==> src/rtl/irqPrioPkg.sv <==
package irqPrioPkg;

  localparam int NUM_SRC     = 13;
  localparam int LVL_W       = 3;
  localparam int VEC_W       = 8;
  localparam int VEC_BASE    = 24;
  localparam int SCSI_DMA_SRC = 10;

  typedef struct packed {
    logic wrStatus;
    logic wrMask;
    logic dmaSet;
    logic dmaClr;
    logic rdStatus;
    logic rdMask;
  } ctlStrobe_t;

  // Fixed status bit owned by each request source.
  function automatic int srcBit(int idx);
    case (idx)
      0:  return 7;
      1:  return 3;
      2:  return 2;
      3:  return 9;
      4:  return 10;
      5:  return 12;
      6:  return 5;
      7:  return 17;
      8:  return 28;
      9:  return 27;
      10: return 26;
      11: return 23;
      12: return 21;
      default: return -1;
    endcase
  endfunction

  // Priority group of each source.
  function automatic int srcLevel(int idx);
    if (idx < 7)       return 3;
    else if (idx == 7) return 5;
    else               return 6;
  endfunction

  // Sources that feed a given status bit.
  function automatic logic [NUM_SRC-1:0] srcSelMask(int bitPos);
    logic [NUM_SRC-1:0] m;
    m = '0;
    for (int s = 0; s < NUM_SRC; s++)
      if (srcBit(s) == bitPos) m[s] = 1'b1;
    return m;
  endfunction

  // Status bits that belong to a given level.
  function automatic logic [31:0] levelMask(int lvl);
    logic [31:0] m;
    m = '0;
    for (int s = 0; s < NUM_SRC; s++)
      if (srcLevel(s) == lvl) m[srcBit(s)] = 1'b1;
    return m;
  endfunction

endpackage

==> src/rtl/irqBusCtrl.sv <==
module irqBusCtrl
  import irqPrioPkg::*;
#(
  parameter int ADDR_W = 16,
  parameter logic [ADDR_W-1:0] STATUS_OFS = 16'h7000,
  parameter logic [ADDR_W-1:0] MASK_OFS   = 16'h7800
) (
  input  logic              busSel,
  input  logic              busWe,
  input  logic [ADDR_W-1:0] busAddr,
  input  logic              ctlWe,
  input  logic              ctlDmaEn,
  output ctlStrobe_t        strb
);

  logic hitStatus;
  logic hitMask;

  assign hitStatus = (busAddr == STATUS_OFS);
  assign hitMask   = (busAddr == MASK_OFS);

  always_comb begin
    strb          = '0;
    strb.wrStatus = busSel && busWe && hitStatus;
    strb.wrMask   = busSel && busWe && hitMask;
    strb.rdStatus = busSel && !busWe && hitStatus;
    strb.rdMask   = busSel && !busWe && hitMask;
    strb.dmaSet   = ctlWe && ctlDmaEn;
    strb.dmaClr   = ctlWe && !ctlDmaEn;
  end

endmodule

==> src/rtl/irqStatusPath.sv <==
module irqStatusPath
  import irqPrioPkg::*;
#(
  parameter int DATA_W = 32
) (
  input  logic               clk,
  input  logic               rstN,
  input  ctlStrobe_t         strb,
  input  logic [DATA_W-1:0]  busWdata,
  input  logic [NUM_SRC-1:0] irqReq,
  output logic [DATA_W-1:0]  statusQ,
  output logic [DATA_W-1:0]  maskQ,
  output logic [DATA_W-1:0]  busRdata
);

  localparam int DMA_BIT = srcBit(SCSI_DMA_SRC);

  logic [NUM_SRC-1:0] reqPrev;
  logic [NUM_SRC-1:0] riseSrc;
  logic [NUM_SRC-1:0] fallSrc;
  logic [DATA_W-1:0]  riseBits;
  logic [DATA_W-1:0]  fallBits;
  logic [DATA_W-1:0]  statusD;

  assign riseSrc = irqReq & ~reqPrev;
  assign fallSrc = ~irqReq & reqPrev;

  // Route source edges onto their status bits.
  for (genvar b = 0; b < DATA_W; b++) begin : g_bit
    localparam logic [NUM_SRC-1:0] SRCS = srcSelMask(b);
    assign riseBits[b] = |(riseSrc & SRCS);
    assign fallBits[b] = |(fallSrc & SRCS);
  end

  // Lowest to highest precedence: bus write, control strobe, request edge.
  always_comb begin
    statusD = statusQ;
    if (strb.wrStatus) statusD = busWdata;
    if (strb.dmaSet)   statusD[DMA_BIT] = 1'b1;
    if (strb.dmaClr)   statusD[DMA_BIT] = 1'b0;
    statusD = (statusD & ~fallBits) | riseBits;
  end

  always_ff @(posedge clk) begin
    if (!rstN) begin
      reqPrev <= '0;
      statusQ <= '0;
      maskQ   <= '0;
    end else begin
      reqPrev <= irqReq;
      statusQ <= statusD;
      if (strb.wrMask) maskQ <= busWdata;
    end
  end

  always_comb begin
    busRdata = '0;
    if (strb.rdStatus)    busRdata = statusQ;
    else if (strb.rdMask) busRdata = maskQ;
  end

endmodule

==> src/rtl/irqPrioEncode.sv <==
module irqPrioEncode
  import irqPrioPkg::*;
#(
  parameter int DATA_W = 32
) (
  input  logic              clk,
  input  logic              rstN,
  input  logic [DATA_W-1:0] statusQ,
  input  logic [DATA_W-1:0] maskQ,
  output logic [LVL_W-1:0]  ipl,
  output logic [VEC_W-1:0]  vector
);

  localparam int NUM_LVL = 1 << LVL_W;

  logic [DATA_W-1:0]  pend;
  logic [NUM_LVL-1:0] lvlHit;
  logic [LVL_W-1:0]   lvlD;
  logic [VEC_W-1:0]   vecD;

  assign pend = statusQ & maskQ;

  for (genvar l = 0; l < NUM_LVL; l++) begin : g_lvl
    localparam logic [31:0] LMASK = levelMask(l);
    if (l == 0) begin : g_none
      assign lvlHit[l] = 1'b0;
    end else begin : g_some
      assign lvlHit[l] = |(pend & LMASK[DATA_W-1:0]);
    end
  end

  always_comb begin
    lvlD = '0;
    for (int l = 1; l < NUM_LVL; l++)
      if (lvlHit[l]) lvlD = LVL_W'(l);
    vecD = (lvlD == '0) ? '0 : VEC_W'(VEC_BASE) + VEC_W'(lvlD);
  end

  always_ff @(posedge clk) begin
    if (!rstN) begin
      ipl    <= '0;
      vector <= '0;
    end else begin
      ipl    <= lvlD;
      vector <= vecD;
    end
  end

endmodule

==> src/rtl/irqPrioUnit.sv <==
module irqPrioUnit
  import irqPrioPkg::*;
#(
  parameter int ADDR_W = 16,
  parameter int DATA_W = 32,
  parameter logic [ADDR_W-1:0] STATUS_OFS = 16'h7000,
  parameter logic [ADDR_W-1:0] MASK_OFS   = 16'h7800
) (
  input  logic               clk,
  input  logic               rstN,
  input  logic [NUM_SRC-1:0] irqReq,
  input  logic               busSel,
  input  logic               busWe,
  input  logic [ADDR_W-1:0]  busAddr,
  input  logic [DATA_W-1:0]  busWdata,
  output logic [DATA_W-1:0]  busRdata,
  input  logic               ctlWe,
  input  logic               ctlDmaEn,
  output logic [LVL_W-1:0]   ipl,
  output logic [VEC_W-1:0]   vector
);

  ctlStrobe_t        strb;
  logic [DATA_W-1:0] statusQ;
  logic [DATA_W-1:0] maskQ;

  irqBusCtrl #(
    .ADDR_W(ADDR_W), .STATUS_OFS(STATUS_OFS), .MASK_OFS(MASK_OFS)
  ) uCtrl (
    .busSel(busSel), .busWe(busWe), .busAddr(busAddr),
    .ctlWe(ctlWe), .ctlDmaEn(ctlDmaEn), .strb(strb)
  );

  irqStatusPath #(.DATA_W(DATA_W)) uPath (
    .clk(clk), .rstN(rstN), .strb(strb), .busWdata(busWdata),
    .irqReq(irqReq), .statusQ(statusQ), .maskQ(maskQ), .busRdata(busRdata)
  );

  irqPrioEncode #(.DATA_W(DATA_W)) uEnc (
    .clk(clk), .rstN(rstN), .statusQ(statusQ), .maskQ(maskQ),
    .ipl(ipl), .vector(vector)
  );

endmodule

==> config.mk <==
export PLATFORM = sky130hd
export DESIGN_NAME = irqPrioUnit
export DESIGN_NICKNAME = d
export VERILOG_FILES = /design/src/rtl/irqPrioPkg.sv /design/src/rtl/irqBusCtrl.sv /design/src/rtl/irqStatusPath.sv /design/src/rtl/irqPrioEncode.sv /design/src/rtl/irqPrioUnit.sv
export SDC_FILE = /design/constraint.sdc
export NUM_CORES = 1
export LEC_CHECK = 0
export ABC_AREA = 1
export BUFFER_PORTS_ARGS = -buffer_cell sky130_fd_sc_hd__buf_4
export CORE_UTILIZATION = 58
export CTS_BUF_LIST = sky130_fd_sc_hd__clkbuf_8
export CTS_CLUSTER_DIAMETER = 80
export CTS_CLUSTER_SIZE = 25
export DETAILED_ROUTE_END_ITERATION = 8
export PLACE_DENSITY = 0.94
export SYNTH_ARGS = -nofsm -noshare
export SYNTH_HDL_FRONTEND = slang
export SYNTH_HIERARCHICAL = 1
export SYNTH_SLANG_ARGS = --single-unit
export TNS_END_PERCENT = 100
==> constraint.sdc <==
create_clock -name clk -period 2.1 [get_ports clk]
set_input_delay 0.42 -clock clk [delete_from_list [all_inputs] [get_ports clk]]
set_output_delay 0.42 -clock clk [all_outputs]
set_load 0.03 [all_outputs]
Word level (Yosys, flattened, before mapping)
Cells that the tools add are included.
Storage, ports and cells
  output and inout bits: 43
  word-level logic and storage cells: 39
  input bits: 67
  bits in registers: 88
Cells by class
  bitwise gates (word level): 9
  $add $sub $neg: 1
  muxes and demuxes: 8
  eq/ne operators: 2
  reduce and logical (&&, ||, !) cells: 14
Operator list (number)
  $mux W32: 3
  $and A32 B32 Y32: 1
  $eq A16 B15 Y1 const B: 2
  $not A29 Y32: 1
  $or A32 B29 Y32: 1
  $and A29 B29 Y29: 1
  $and A13 B13 Y13: 2
  $not A13 Y13: 2
  $logic_and A1 B1 Y1: 8
  $reduce_or A7 Y1: 1
  $add A5 B3 Y6 const A: 1
  $mux W3: 2
  $reduce_or A5 Y1: 1
  $logic_not A3 Y1: 1
  $logic_not A1 Y1: 2
  $mux W1: 2
  $mux W2: 1
  $reduce_or A2 Y1: 1
  $not A1 Y1: 1

Logic depth before layout (Yosys ltp)
Gate-level depths: netlist of run 1.
  depth after elaboration: 7
  gate-level depth with buffers: 12
  gate-level depth less buffers: 11

By module
Netlist of run 1, hierarchy kept.
By module, submodules not included
  irqStatusPath: area an instance 3319.4 sq um, seq. area each 1541.5 sq um, times used 1, cells an instance 491
  irqPrioEncode: area an instance 334.1 sq um, seq. area each 140.1 sq um, times used 1, cells an instance 48
  irqBusCtrl: area an instance 131.4 sq um, seq. area each 0.0 sq um, times used 1, cells an instance 33

Least setup slack after synthesis of run 1
No wires, ideal clock.
  path type: input -> output
  from: input port busAddr[1]
  to: output port busRdata[10]
  stages: 9
  path slack: -0.176 ns
  required time: 1.680 ns
  path buffers: 2
  arrival: 1.856 ns
  path through: nor2_1 > nand2_1 > nor2_2 > nand2_1 > nor2_1 > buf_2 > inv_2 > buf_2 > o21ai_0
RTL lines
  start, declared: line irqPrioUnit.sv:14  | input logic [ADDR_W-1:0] busAddr,
  end, declared: line irqPrioUnit.sv:16  | output logic [DATA_W-1:0] busRdata,

==> metrics, run 1 <==
status finished with violations; failing checks DRC, setup timing; vias in the first global route 3700; Place WS -0.0268 ns; Power Density 575 mW/mm^2; Hold Crit Class input port to flop; Post-Route Skew 0.00791 ns; main combinational cell family by area after synthesis simple AND/OR/NAND/NOR gates; nets@finish 749; final period utilization 1.02; number of DRC markers in iteration 0 431; Vias per Instance 5.62; Fillers 368; Synth-to-Final Area Change 40.1%; Cells after Synth 572; delay-heaviest family, CP simple AND/OR/NAND/NOR gates; Syn Area/Cell 6.62 um^2; top-area cell type share of the netlist area 0.444; register area share after synthesis 0.444; CTS tree yes; Worst-Skew Late Latency 0.35 ns; critical path, cell by cell buf_4 -> nor2_4 -> nand2_2 -> nor2_2 -> nand2_2 -> nor2_4 -> buf_6 -> inv_8 -> clkbuf_16 -> nand3_1 -> nand2_1 -> buf_6; synth cell count leaders 141 x nand2_1, 128 x nor2_1, 84 x dfxtp_1; Die Span X 82.8 um; RD Place Congestion 0.825; initial antenna violation count 0; MaxCap Viol Count 0; Cell Area, Synth 0.00378 mm^2; simple-gate area share of the yosys netlist 0.345; clk buf depth 2; fin crit period 2.15 ns; DP HPWL 6740 um; EDFF count, synth 0; count leader, synth nand2_1; clock tree sinks 84; drt wl/cell 15.3 um; final std cells w/o fill 764; share of post-route cells with drive strength above 1 0.271; Rel. slew slack 0.628; dpl cells 739; port bufs 106; worst-margin pin slew 0.557 ns; Initial DRT Pass Iterations 7; Remaining DRCs 2; startpoint types input port; # hold bufs at CTS 0; crit path from busAddr[15]; Antenna Cells 0; main area contributors after synthesis dfxtp_1 44%, nand2_1 14%, nor2_1 13%, o21ai_0 7.8%, nand3_1 5.3%; Crit. End Element output port; ys flop type dfxtp_1; fmax 465 MHz; Warnings, synthesis 6; post-synthesis compound-gate area fraction 0.102; Die ar. 0.00685 mm^2; vias after detailed routing 4290; RSZ-0062 raised after global routing true; peak supply drop 0.000442 V; initial cell density of the core 0.599; Crit path buffers/inverters 5; post-synthesis xor/xnor area fraction 0; Synth async-reset ratio 0; RR Startpoint uPath/maskQ[9]; crit path kind input port to output port; I/O pin cnt 110; Routed WL 11700 um; antenna-violating nets left 0; Hold WS 0.269 ns; Setup violations, final 4; die height 82.8 um; htree depth 3; CP Depth 12; Clock Root Buffer clkbuf_8; final slew viol count 0; Worst Reg-to-Reg Cells 6; CP required 1.68 ns; Clock Pin Slew Worst Setup and Hold Paths 0.08 ns; largest net degree at the start of global routing 46; placed cell areas 0.00464 mm^2; fin area 0.00530 mm^2; post-synthesis mux area share 0; GR Util All Layers 0.293; synthesized flop and latch total 84; total CTS buffers 9; P_leak 2.72 nW; Final Core Density 0.840; Overflow after GRT 0; Crit Path Max Fanout 11; row cnt 29; global-route wire length before repair 15100 um; hold path cells 3; CP max stage delay 0.15 ns; slowest CP cell clkbuf_16; post-synthesis cell type count 19; adder-cell share of the synthesized area 0; core footprint 0.00631 mm^2; cell taking the most area after synthesis dfxtp_1; hold_sp irqReq[6]; post-layout worst setup margin -0.0517 ns; Final Hold Vio Count 0; arrival time worst endpoint 1.73 ns
-- worst min-delay path, delay by kind of cell --
family	cells	cell delay [ns]
and+or+nand+nor	1	0.04
buffers and inverters	2	0.13
-- what timing repair did --
item / in CTS / in global routing
setup buffers: 0 / 3
pin swaps: 0 / 15
gates cloned: 0 / 6
gates resized for setup: 4 / 87
setup endpoints to repair: 21 / 32
endpoints found under the hold margin: 0 / 0
-- cell families after synthesis --
family	Yosys count
simple gates	323
buf+inv	87
flops	84
compound gates	77
other cells	1
-- report_power, final --
group / total [mW] / internal (mW) / switching [mW]
clock: 1.13 / 0.543 / 0.590
sequential: 1.65 / 1.63 / 0.0206
combinational: 0.266 / 0.126 / 0.140
-- layer usage --
metal	global-route usage	routed length [um]
met5	0	0
met4	0.131	225
met3	0.0710	1040
met2	0.541	5940
met1	0.314	4470
-- path summary, 6_finish.rpt --
| path | end | slack (ns) |
|---|---|---|
| setup / recovery | busRdata[16] | -0.05 |
| hold / removal | uPath/reqPrev[6] | 0.27 |
| setup reg to reg | uEnc/vector[0] | 1.11 |
| hold reg to reg | uPath/statusQ[26] | 0.51 |
-- flip-flops by register name (all words and copies together), names as in the netlist --
register       count
uPath/maskQ       32
uPath/statusQ     32
uPath/reqPrev     13
uEnc/ipl           3
uEnc/vector        4
-- placed cells by master, fill, tap and decap left out --
cell type,count
a21oi_1,10
buf_12,5
buf_4,86
buf_6,34
buf_8,1
bufinv_16,1
clkbuf_16,4
clkbuf_8,9
clkinv_2,1
clkinvlp_4,4
conb_1,3
dfxtp_1,84
inv_1,51
inv_2,2
inv_4,1
inv_8,1
nand2_1,135
nand2_2,7
nand3_1,34
nand3_2,5
nand3_4,2
nor2_1,116
nor2_2,7
nor2_4,10
o21ai_0,51
o21ai_1,10
o21ai_2,4
o21ai_4,2
or2_1,7
-- final cells by class --
cell class,instances,area (um^2),share of cell area
multi-input cells,403,1880,0.354
clock buffers,9,124,0.0234
flip-flops and latches,84,1680,0.317
clock inverters,7,68.8,0.0130
repair buffers,130,1240,0.235
inverters,53,206,0.0389
well taps,77,96.3,0.0182
repair inverters,1,6.26,0.00118
-- metrics by stage --
step / power [mW] / setup TNS (ns)
2_1_floorplan: 1.79 / -1.23
3_3_place_gp: 1.91 / 0
3_5_place_dp: 1.92 / -0.139
4_1_cts: 3.02 / 0
5_1_grt: 3.16 / -1.54
6_report: 3.05 / -0.0914
Note: power is estimated with default switching activity, not from simulation.
==> run 2, diff against run 1 <==
--- a/config.mk
+++ b/config.mk
@@ -13,6 +13,7 @@
 export CTS_CLUSTER_SIZE = 25
 export DETAILED_ROUTE_END_ITERATION = 8
 export PLACE_DENSITY = 0.94
+export SETUP_SLACK_MARGIN = 0.15
 export SYNTH_ARGS = -nofsm -noshare
 export SYNTH_HDL_FRONTEND = slang
 export SYNTH_HIERARCHICAL = 1
==> metrics, run 2 (synthesis results as in run 1) <==
Remaining DRCs 0; die height 82.8 um; Fillers 371; Setup violations, final 30; most common cell after layout, fill and taps aside nand2_1; Initial DRT Pass Iterations 5; initial antenna violation count 0; DP HPWL 6630 um; CP required 1.68 ns; row cnt 29; Clock Root Buffer clkbuf_8; area of the multi-input gates 0.00188 mm^2; fin area 0.00521 mm^2; nets@finish 742; Post-Route Skew 0.00930 ns; status finished with violations; Final Core Density 0.825; I/O pin cnt 110; post-layout worst setup margin -0.0688 ns; placed cell areas 0.00460 mm^2; Crit Path Max Fanout 20; Rel. slew slack 0.649; htree depth 3; Power Density 592 mW/mm^2; startpoint types input port; Worst-Skew Late Latency 0.35 ns; vias after detailed routing 4184; commonest cells after routing, fill and taps aside 127 x nand2_1, 117 x nor2_1, 85 x buf_4, 84 x dfxtp_1, 52 x inv_1; largest registers uPath/maskQ: 32 flops, uPath/statusQ: 32 flops, uPath/reqPrev: 13 flops; Die ar. 0.00685 mm^2; Crit. End Element output port; vias in the first global route 3706; crit path kind input port to output port; core footprint 0.00631 mm^2; clock tree sinks 84; Die Span X 82.8 um; global-route wire length before repair 16700 um; fin crit period 2.17 ns; GR Util All Layers 0.326; antenna-violating nets left 0; CTS tree yes; Routed WL 11700 um; failing checks setup timing; Final Hold Vio Count 0; arrival time worst endpoint 1.75 ns; number of DRC markers in iteration 0 505; RD Place Congestion 0.829; Hold WS 0.266 ns; Synth-to-Final Area Change 37.7%; Antenna Cells 0; Seq. cell area 0.00168 mm^2; drt wl/cell 15.4 um; setup TNS -1.00 ns; # hold bufs at CTS 0; MaxCap Viol Count 0; worst-margin pin slew 0.526 ns; largest net degree at the start of global routing 41; Hold Crit Class input port to flop; port bufs 106; peak supply drop 0.000509 V; P_leak 2.72 nW; fmax 461 MHz; Vias per Instance 5.53; initial cell density of the core 0.599; clk buf depth 2; RSZ-0062 raised after global routing true; final period utilization 1.03; Overflow after GRT 0; share of post-route cells with drive strength above 1 0.268; Clock Pin Slew Worst Setup and Hold Paths 0.08 ns; final slew viol count 0; total CTS buffers 9
[run 2: cell types whose count changed in the layout (fill, tap and decap cells not counted), moves of 2 or more]
cell / previous run / this run
nor2_4: 10 / 12
clkbuf_8: 9 / 11
buf_12: 5 / 3
nand2_1: 135 / 127
o21ai_4: 2 / 0
nor2_2: 7 / 4
nand2_2: 7 / 13
buf_16: 0 / 2
clkbuf_16: 4 / 1
nand2_4: 0 / 2
clkinvlp_4: 4 / 1
o21ai_1: 10 / 13
[run 2: path summary, 6_finish.rpt]
check	to	depth (start not counted)	from	slack, ns
setup / recovery	busRdata[2]	10	busAddr[15]	-0.07
hold / removal	uPath/reqPrev[0]	3	irqReq[0]	0.27
setup reg to reg	uEnc/ipl[0]	6	uPath/maskQ[9]	1.07
hold reg to reg	uPath/statusQ[30]	2	uPath/statusQ[30]	0.50
[run 2: area by class of cell]
| type | instances | area share |
|---|---|---|
| inverters | 53 | 0.0387 |
| multi-input cells | 403 | 0.361 |
| clock buffers | 11 | 0.0291 |
| clock inverters | 5 | 0.00984 |
| well taps | 77 | 0.0185 |
| flip-flops and latches | 84 | 0.323 |
| repair buffers | 124 | 0.221 |
[run 2: power by group]
group | internal (mW) | leakage, nW | total (mW) | switching (mW)
sequential | 1.63 | 0.684 | 1.65 | 0.0200
clock | 0.607 | 0.107 | 1.18 | 0.571
combinational | 0.128 | 1.93 | 0.263 | 0.134
total | 2.36 | 2.72 | 3.09 | 0.725
[run 2: per-stage QoR]
step                worst slack, ns  cells  power, mW
floorplan                    0.0480    574       1.79
global placement             0.0276    734       1.91
detailed placement          -0.0536    734       1.92
CTS                          0.0287    755       3.07
global route                 -0.108    757       3.18
finish                      -0.0688    757       3.09
[run 2: metal layers]
layer | track usage | part of all wire
met3 | 0.0721 | 0.10
met2 | 0.566 | 0.51
met4 | 0.129 | 0.027
met5 | 0 | 0
met1 | 0.390 | 0.36
[run 2: worst max-delay path, cell delays in order]
cell,delay (ns)
buf_4,0.12
nor2_4,0.10
nand2_2,0.10
nor2_4,0.14
nand2_4,0.07
nor2_4,0.19
inv_4,0.07
clkbuf_16,0.20
o21ai_1,0.15
buf_4,0.17
[run 2: what timing repair did]
item | 4_1_cts | 5_1_grt
setup endpoints to repair | 32 | 32
gates cloned | 2 | 1
resized for setup | 41 | 41
setup buffers | 3 | 1
pin swaps | 1 | 13
endpoints found under the hold margin | 0 | 0
